**src/rtl/eeprom_slv_pkg.sv**
```systemverilog
package eeprom_slv_pkg;
  typedef enum logic [2:0] {
    ST_IDLE, ST_CTRL, ST_WADDR, ST_WDATA, ST_RDATA, ST_RACK, ST_IGNORE
  } slv_state_t;

  typedef enum logic [1:0] {
    PH_BITS, PH_ACK, PH_REL
  } slv_phase_t;

  localparam logic [3:0] DEV_CODE = 4'b1010;
endpackage

```
**src/rtl/twi_line_sync.sv**
```systemverilog
module twi_line_sync #(
  parameter int STAGES = 2
) (
  input  logic clk,
  input  logic rst,
  input  logic scl_raw,
  input  logic sda_raw,
  output logic scl_lvl,
  output logic sda_lvl,
  output logic scl_rise,
  output logic scl_fall,
  output logic start_det,
  output logic stop_det
);
  logic [STAGES-1:0] scl_pipe;
  logic [STAGES-1:0] sda_pipe;
  logic scl_prev;
  logic sda_prev;

  always_ff @(posedge clk) begin
    if (rst) begin
      scl_pipe <= '1;
      sda_pipe <= '1;
      scl_prev <= 1'b1;
      sda_prev <= 1'b1;
    end else begin
      scl_pipe <= {scl_pipe[STAGES-2:0], scl_raw};
      sda_pipe <= {sda_pipe[STAGES-2:0], sda_raw};
      scl_prev <= scl_pipe[STAGES-1];
      sda_prev <= sda_pipe[STAGES-1];
    end
  end

  assign scl_lvl   = scl_pipe[STAGES-1];
  assign sda_lvl   = sda_pipe[STAGES-1];
  assign scl_rise  = scl_lvl & ~scl_prev;
  assign scl_fall  = ~scl_lvl & scl_prev;
  assign start_det = scl_lvl & scl_prev & sda_prev & ~sda_lvl;
  assign stop_det  = scl_lvl & scl_prev & ~sda_prev & sda_lvl;
endmodule

```
**src/rtl/eeprom_addr_ptr.sv**
```systemverilog
module eeprom_addr_ptr #(
  parameter int ADDR_W = 10,
  parameter int PAGE_W = 4
) (
  input  logic              clk,
  input  logic              rst,
  input  logic              load,
  input  logic [ADDR_W-1:0] load_val,
  input  logic              step_page,
  input  logic              step_full,
  output logic [ADDR_W-1:0] ptr
);
  logic [PAGE_W-1:0] lo_next;
  assign lo_next = ptr[PAGE_W-1:0] + PAGE_W'(1);

  always_ff @(posedge clk) begin
    if (rst)            ptr <= '0;
    else if (load)      ptr <= load_val;
    else if (step_page) ptr <= {ptr[ADDR_W-1:PAGE_W], lo_next};
    else if (step_full) ptr <= ptr + ADDR_W'(1);
  end
endmodule

```
**src/rtl/eeprom_twi_slave.sv**
```systemverilog
module eeprom_twi_slave
  import eeprom_slv_pkg::*;
#(
  parameter int ADDR_W      = 10,
  parameter int BLK_W       = 2,
  parameter int PAGE_W      = 4,
  parameter int SYNC_STAGES = 2
) (
  input  logic              clk,
  input  logic              rst,
  input  logic              scl_in,
  input  logic              sda_in,
  input  logic              strap_hi,
  input  logic              wr_busy,
  output logic              sda_pull,
  output logic              prog_start,
  output logic [ADDR_W-1:0] mem_addr,
  output logic [7:0]        mem_wdata,
  output logic              mem_we,
  output logic              mem_re,
  input  logic [7:0]        mem_rdata
);
  localparam int LO_W = ADDR_W - BLK_W;

  logic scl_s, sda_s, scl_rise, scl_fall, start_det, stop_det;

  twi_line_sync #(.STAGES(SYNC_STAGES)) i_sync (
    .clk(clk), .rst(rst), .scl_raw(scl_in), .sda_raw(sda_in),
    .scl_lvl(scl_s), .sda_lvl(sda_s), .scl_rise(scl_rise),
    .scl_fall(scl_fall), .start_det(start_det), .stop_det(stop_det)
  );

  slv_state_t        state, nstate;
  slv_phase_t        phase;
  logic [2:0]        bitcnt;
  logic [6:0]        rx_sr;
  logic [7:0]        tx_sr;
  logic              ack_q, wrote, re_q;
  logic [BLK_W-1:0]  blk_q;
  logic [ADDR_W-1:0] ptr;

  logic [7:0] rx_byte;
  logic byte_end, ctrl_hit, waddr_end, wdata_end, rd_first, rd_next;

  always_comb begin
    rx_byte   = {rx_sr, sda_s};
    byte_end  = scl_rise && (phase == PH_BITS) && (bitcnt == 3'd7);
    ctrl_hit  = (rx_byte[7:4] == DEV_CODE) && (rx_byte[3] == strap_hi) && !wr_busy;
    waddr_end = byte_end && (state == ST_WADDR);
    wdata_end = byte_end && (state == ST_WDATA);
    rd_first  = byte_end && (state == ST_CTRL) && ctrl_hit && rx_byte[0];
    rd_next   = scl_rise && (state == ST_RACK) && (phase == PH_ACK) && !sda_s;
  end

  eeprom_addr_ptr #(.ADDR_W(ADDR_W), .PAGE_W(PAGE_W)) i_ptr (
    .clk(clk), .rst(rst), .load(waddr_end),
    .load_val({blk_q, rx_byte[LO_W-1:0]}),
    .step_page(wdata_end), .step_full(rd_first || rd_next), .ptr(ptr)
  );

  always_ff @(posedge clk) begin
    if (rst) begin
      state      <= ST_IDLE;
      nstate     <= ST_IDLE;
      phase      <= PH_BITS;
      bitcnt     <= '0;
      rx_sr      <= '0;
      tx_sr      <= '1;
      ack_q      <= 1'b0;
      wrote      <= 1'b0;
      re_q       <= 1'b0;
      blk_q      <= '0;
      sda_pull   <= 1'b0;
      prog_start <= 1'b0;
      mem_addr   <= '0;
      mem_wdata  <= '0;
      mem_we     <= 1'b0;
      mem_re     <= 1'b0;
    end else begin
      mem_we     <= 1'b0;
      mem_re     <= 1'b0;
      prog_start <= 1'b0;
      re_q       <= mem_re;
      if (re_q) tx_sr <= mem_rdata;

      if (start_det) begin
        state    <= ST_CTRL;
        phase    <= PH_BITS;
        bitcnt   <= '0;
        sda_pull <= 1'b0;
        wrote    <= 1'b0;
      end else if (stop_det) begin
        state      <= ST_IDLE;
        phase      <= PH_BITS;
        sda_pull   <= 1'b0;
        prog_start <= wrote;
        wrote      <= 1'b0;
      end else if (scl_rise) begin
        case (state)
          ST_CTRL, ST_WADDR, ST_WDATA: begin
            if (phase == PH_BITS) begin
              rx_sr  <= rx_byte[6:0];
              bitcnt <= bitcnt + 3'd1;
              if (bitcnt == 3'd7) begin
                phase <= PH_ACK;
                ack_q <= 1'b1;
                if (state == ST_CTRL) begin
                  if (ctrl_hit) begin
                    blk_q <= rx_byte[BLK_W:1];
                    if (rx_byte[0]) begin
                      nstate   <= ST_RDATA;
                      mem_re   <= 1'b1;
                      mem_addr <= ptr;
                    end else begin
                      nstate <= ST_WADDR;
                    end
                  end else begin
                    ack_q  <= 1'b0;
                    nstate <= ST_IGNORE;
                  end
                end else if (state == ST_WADDR) begin
                  nstate <= ST_WDATA;
                end else begin
                  nstate    <= ST_WDATA;
                  mem_we    <= 1'b1;
                  mem_addr  <= ptr;
                  mem_wdata <= rx_byte;
                  wrote     <= 1'b1;
                end
              end
            end else if (phase == PH_ACK) begin
              phase <= PH_REL;
            end
          end
          ST_RDATA: begin
            bitcnt <= bitcnt + 3'd1;
            if (bitcnt == 3'd7) begin
              state <= ST_RACK;
              phase <= PH_ACK;
            end
          end
          ST_RACK: begin
            if (phase == PH_ACK) begin
              if (!sda_s) begin
                mem_re   <= 1'b1;
                mem_addr <= ptr;
                phase    <= PH_REL;
              end else begin
                state <= ST_IGNORE;
              end
            end
          end
          default: ;
        endcase
      end else if (scl_fall) begin
        case (state)
          ST_CTRL, ST_WADDR, ST_WDATA: begin
            if (phase == PH_ACK) begin
              sda_pull <= ack_q;
            end else if (phase == PH_REL) begin
              state    <= nstate;
              phase    <= PH_BITS;
              bitcnt   <= '0;
              sda_pull <= (nstate == ST_RDATA) ? ~tx_sr[7] : 1'b0;
            end
          end
          ST_RDATA: begin
            tx_sr    <= {tx_sr[6:0], 1'b1};
            sda_pull <= ~tx_sr[6];
          end
          ST_RACK: begin
            if (phase == PH_ACK) begin
              sda_pull <= 1'b0;
            end else if (phase == PH_REL) begin
              state    <= ST_RDATA;
              phase    <= PH_BITS;
              bitcnt   <= '0;
              sda_pull <= ~tx_sr[7];
            end
          end
          default: ;
        endcase
      end
    end
  end
endmodule

```
**config.mk**
```make
export PLATFORM = sky130hd
export DESIGN_NAME = eeprom_twi_slave
export DESIGN_NICKNAME = d
export VERILOG_FILES = /design/src/rtl/eeprom_slv_pkg.sv /design/src/rtl/twi_line_sync.sv /design/src/rtl/eeprom_addr_ptr.sv /design/src/rtl/eeprom_twi_slave.sv
export SDC_FILE = /design/constraint.sdc
export NUM_CORES = 1
export LEC_CHECK = 0
export BUFFER_PORTS_ARGS = -buffer_cell sky130_fd_sc_hd__buf_2
export CAP_MARGIN = 0
export CORE_MARGIN = 2
export CORE_UTILIZATION = 45
export DETAILED_ROUTE_END_ITERATION = 8
export GPL_TIMING_DRIVEN = 0
export PLACE_DENSITY = 0.64
export SYNTH_ARGS = -nofsm -noshare
export SYNTH_HDL_FRONTEND = slang
export SYNTH_HIERARCHICAL = 1
export SYNTH_SLANG_ARGS = --single-unit
```
**constraint.sdc**
```tcl
create_clock -name clk -period 3.1 [get_ports clk]
set_input_delay 0.62 -clock clk [delete_from_list [all_inputs] [get_ports clk]]
set_output_delay 0.62 -clock clk [all_outputs]
set_load 0.01 [all_outputs]
```
==> results by group <==
Run status
  • Status: finished, final reports clean

GRT
  • All-Layer GR Usage: 0.195
  • Vias in the first global route: ~2.7k
  • First-pass GRT wire length: 12900 um
  • Initial antenna violation count: 0
  • Largest net degree at the start of global routing: 13
  • Grt ovf: 0

STA
  • RSZ-0062 raised after global routing: false
  • Max Clk Rate: 368 MHz
  • Max transition margin: 0.602
  • Worst-margin pin slew: 592 ps
  • Min Hold Slack: slightly above 400 ps
  • Fin crit period: ~2700 ps
  • Final Max Slew Viols: 0
  • Setup Total Neg Slack: 0 ps
  • Final Hold Fails: 0
  • Final worst slack: ~380 ps
  • Clock skew: about 12 ps
  • Final setup violating endpoints: 0
  • Final period utilization: 0.876

Pwr
  • Final Power: ~1.6 mW
  • Clock power frac: 0.409
  • Sw frac: 0.247
  • Worst ir drop on vdd: 0.215 mV
  • LEAKAGE: ~1.4 nW
  • Int Pwr: ~1.2 mW
  • Power Density: between 400 and 500 mW/mm^2
  • Net Switching: about 0.4 mW
  • Sequential power share: 0.549
  • Comb pwr share: 0.043

Clocking
  • Post-CTS Setup Inserts: 0
  • Max Root-Sink Buffers: 2
  • PostCTS Resize Cnt: 0
  • H-tree depth: 3
  • Worst-path clk slew: approximately 80 ps
  • CTS Buf Count: 9
  • Sink Count: 69
  • Clock Latency Late Sink: ~350 ps
  • CTS tree: built
  • Hold-fix buffers, CTS: 0
  • CTS root buffer: clkbuf_8

Synthesis
  • Number of synthesized flops with an enable pin: 0
  • Synth unique cells: 59
  • Netlist area before placement: 0.00336 sq mm
  • Mean post-synth cell area: around 9 sq um
  • Yosys warnings: 6
  • Post-Syn Instances: roughly 380
  • Ys async rst share: 0
  • Top_reg_cell synth: dfxtp_1
  • Seq cells post-synth: 69
  • Post-Synthesis Net Count: roughly 400
  • Sequential area share after synthesis: 0.411

Routing
  • Total routed wirelength: approximately 7600 um
  • ANT nets after route: 0
  • Routed len/inst: 14.4 um
  • DRC viols: 0
  • First-pass iteration count of the detailed router: 4
  • Via density: approximately 5.4
  • Vias: 2853
  • DRT iter0 DRCs: 276

Setup path
  • Worst EP required: between 3000 and 4000 ps
  • CP Launch Type: flop
  • Crit. End Element: flop
  • R2R setup slack: around 380 ps
  • Worst Path Max Fanout: 9
  • CP max-delay cell: or4_1
  • Arrival time at the worst endpoint: a little under 3000 ps
  • Crit Reg-Reg Startpoint: bitcnt[0]
  • Slowest stage delay, CP: roughly 450 ps
  • R2R cell count: 11
  • Reg-to-reg endpoint: i_ptr/ptr[7]
  • Crit-path cells: ha_1, ha_1, and2_1, nand3_1, nor2_1, a31oi_1, nor2_1, buf_4, nand4b_4, or4_1, a311oi_1
  • Crit Path Class: flop to flop

Job
  • Max-Cap Viols: 0

Hold path
  • Worst min-delay path startpoint: i_sync/scl_pipe[0]
  • WHS Endpoint: i_sync/scl_pipe[1]
  • Hold crit path type: flop to flop
  • Hold depth: 1

Cells and area
  • Final nets: 445
  • Register area: about 0.0014 sq mm
  • Final non-filler cell total: around 530
  • Multi-input combinational cell area: between 0.0015 and 0.002 sq mm
  • Layout cells sized above 1: 0.166
  • Fillers: 673
  • Layout area overhead: 14.1%
  • Ant diodes: 0

Place
  • Post-DP HPWL: between 5000 and 6000 um
  • Pre-CTS setup slack: about 460 ps
  • Gpl congestion: 0.893
  • Placed cells: between 500 and 600
  • IO buf count: 35

Floorplanning
  • Top-Level Pins: 36
  • Die width: slightly above 90 um
  • Cell row count: 31
  • Initial Util: 0.464
  • Die Y-Extent: a little over 90 um
  • Total die area: between 0.008 and 0.009 sq mm
  • Core area: 0.00725 sq mm
-- cell usage after synthesis (2+ instances only) --
master,number,area share
or2_1,6,0.011
nand3_1,6,0.0089
nor4_1,3,0.0056
a311oi_1,3,0.0078
dfxtp_1,69,0.41
and3_2,2,0.0045
and4b_1,2,0.0060
o22ai_1,2,0.0037
inv_1,16,0.018
buf_4,4,0.0089
nand2b_1,12,0.022
nor3_1,8,0.012
buf_2,6,0.0089
nor2_1,52,0.058
o21ai_0,15,0.022
nand2_1,23,0.026
a21oi_1,11,0.016
ha_1,6,0.022
o31ai_1,2,0.0045
mux2i_1,36,0.11
and2_1,4,0.0074
a211oi_1,12,0.027
or3_1,4,0.0074
o21bai_1,3,0.0067
a2111oi_0,3,0.0078
xor2_1,2,0.0052
nor4bb_1,2,0.0060
a2bb2oi_1,2,0.0052
nor3b_1,3,0.0067
o2111ai_1,3,0.0078
nand4b_1,3,0.0078
a31oi_1,2,0.0037
nor2b_1,9,0.017
a221oi_1,4,0.010
clkbuf_1,13,0.015
nand4_1,2,0.0037
o31a_1,2,0.0052
-- cells by family after synthesis --
logic type,count (synthesis),share of synthesized area
xor+xnor,3,0.00781
simple gates,154,0.250
buf+inv,41,0.0547
fa+ha+maj,6,0.0223
compound gates,69,0.144
flops,69,0.411
mux,37,0.110
-- power groups by stage --
stage / logic, mW / registers, mW / clock network, mW
6_report: 0.0692 / 0.892 / 0.664
4_1_cts: 0.0690 / 0.892 / 0.687
2_1_floorplan: 0.0448 / 0.912 / 0
5_1_grt: 0.0767 / 0.892 / 0.727
3_3_place_gp: 0.0690 / 0.912 / 0
3_5_place_dp: 0.0685 / 0.912 / 0
-- how the worst max path moves through the flow --
stage	depth (start not counted)	slack (ps)	to	from
2_1_floorplan	11	920	i_ptr/ptr[7]	bitcnt[0]
3_3_place_gp	10	420	i_ptr/ptr[7]	strap_hi
3_5_place_dp	10	460	i_ptr/ptr[7]	strap_hi
4_1_cts	11	440	i_ptr/ptr[7]	bitcnt[0]
5_1_grt	11	190	i_ptr/ptr[7]	bitcnt[0]
6_report	11	380	i_ptr/ptr[7]	bitcnt[0]
-- layout by cell type, fill, tap and decap left out, types with 6 or more instances in the layout --
| master | netlist | layout |
|---|---|---|
| nand3_1 | 6 | 6 |
| nand2b_1 | 12 | 12 |
| nor2b_1 | 9 | 9 |
| or2_1 | 6 | 6 |
| mux2i_1 | 36 | 36 |
| dfxtp_1 | 69 | 69 |
| buf_2 | 6 | 41 |
| nand2_1 | 23 | 23 |
| ha_1 | 6 | 6 |
| a211oi_1 | 12 | 12 |
| nor2_1 | 52 | 52 |
| inv_1 | 16 | 16 |
| nor3_1 | 8 | 8 |
| a21oi_1 | 11 | 11 |
| clkbuf_1 | 13 | 13 |
| clkbuf_8 | 0 | 10 |
| o21ai_0 | 15 | 15 |
-- stage by stage --
stage          cell area (sq um)   util
2_1_floorplan               3360      -
3_3_place_gp                3660  0.505
3_5_place_dp                3660  0.505
4_1_cts                     3840  0.529
5_1_grt                     3840  0.529
6_report                    3840  0.529
-- critical path, delay by kind of cell (launching register included) --
kind                       cells  cell delay, ps
and+or+nand+nor                6            1160
buffers and inverters          1             200
DFF                            1             360
AOI/OAI and AO/OA              2             380
adders and majority gates      2             520
-- sequential cells by signal, indices dropped and copies added (netlist names), 3 cells and up --
register and flops:
rx_sr 7, mem_wdata 8, state 3, tx_sr 8
i_ptr/ptr 10, nstate 3, mem_addr 10, bitcnt 3
-- layout make-up --
| type | instances | area share |
|---|---|---|
| timing repair buffer | 35 | 0.0456 |
| clock inverter | 5 | 0.00978 |
| tap | 99 | 0.0323 |
| buffer | 25 | 0.0323 |
| clock buffer | 10 | 0.0359 |
| sequential | 69 | 0.360 |
| inverter | 16 | 0.0156 |
| multi-input combinational | 269 | 0.469 |
-- metal layers --
layer | wire length, um | track usage
met4 | 155 | 0.103
met1 | 3850 | 0.271
met5 | 0 | 0
met2 | 3320 | 0.286
met3 | 289 | 0.0359
Power figures use the tool's default switching activity.
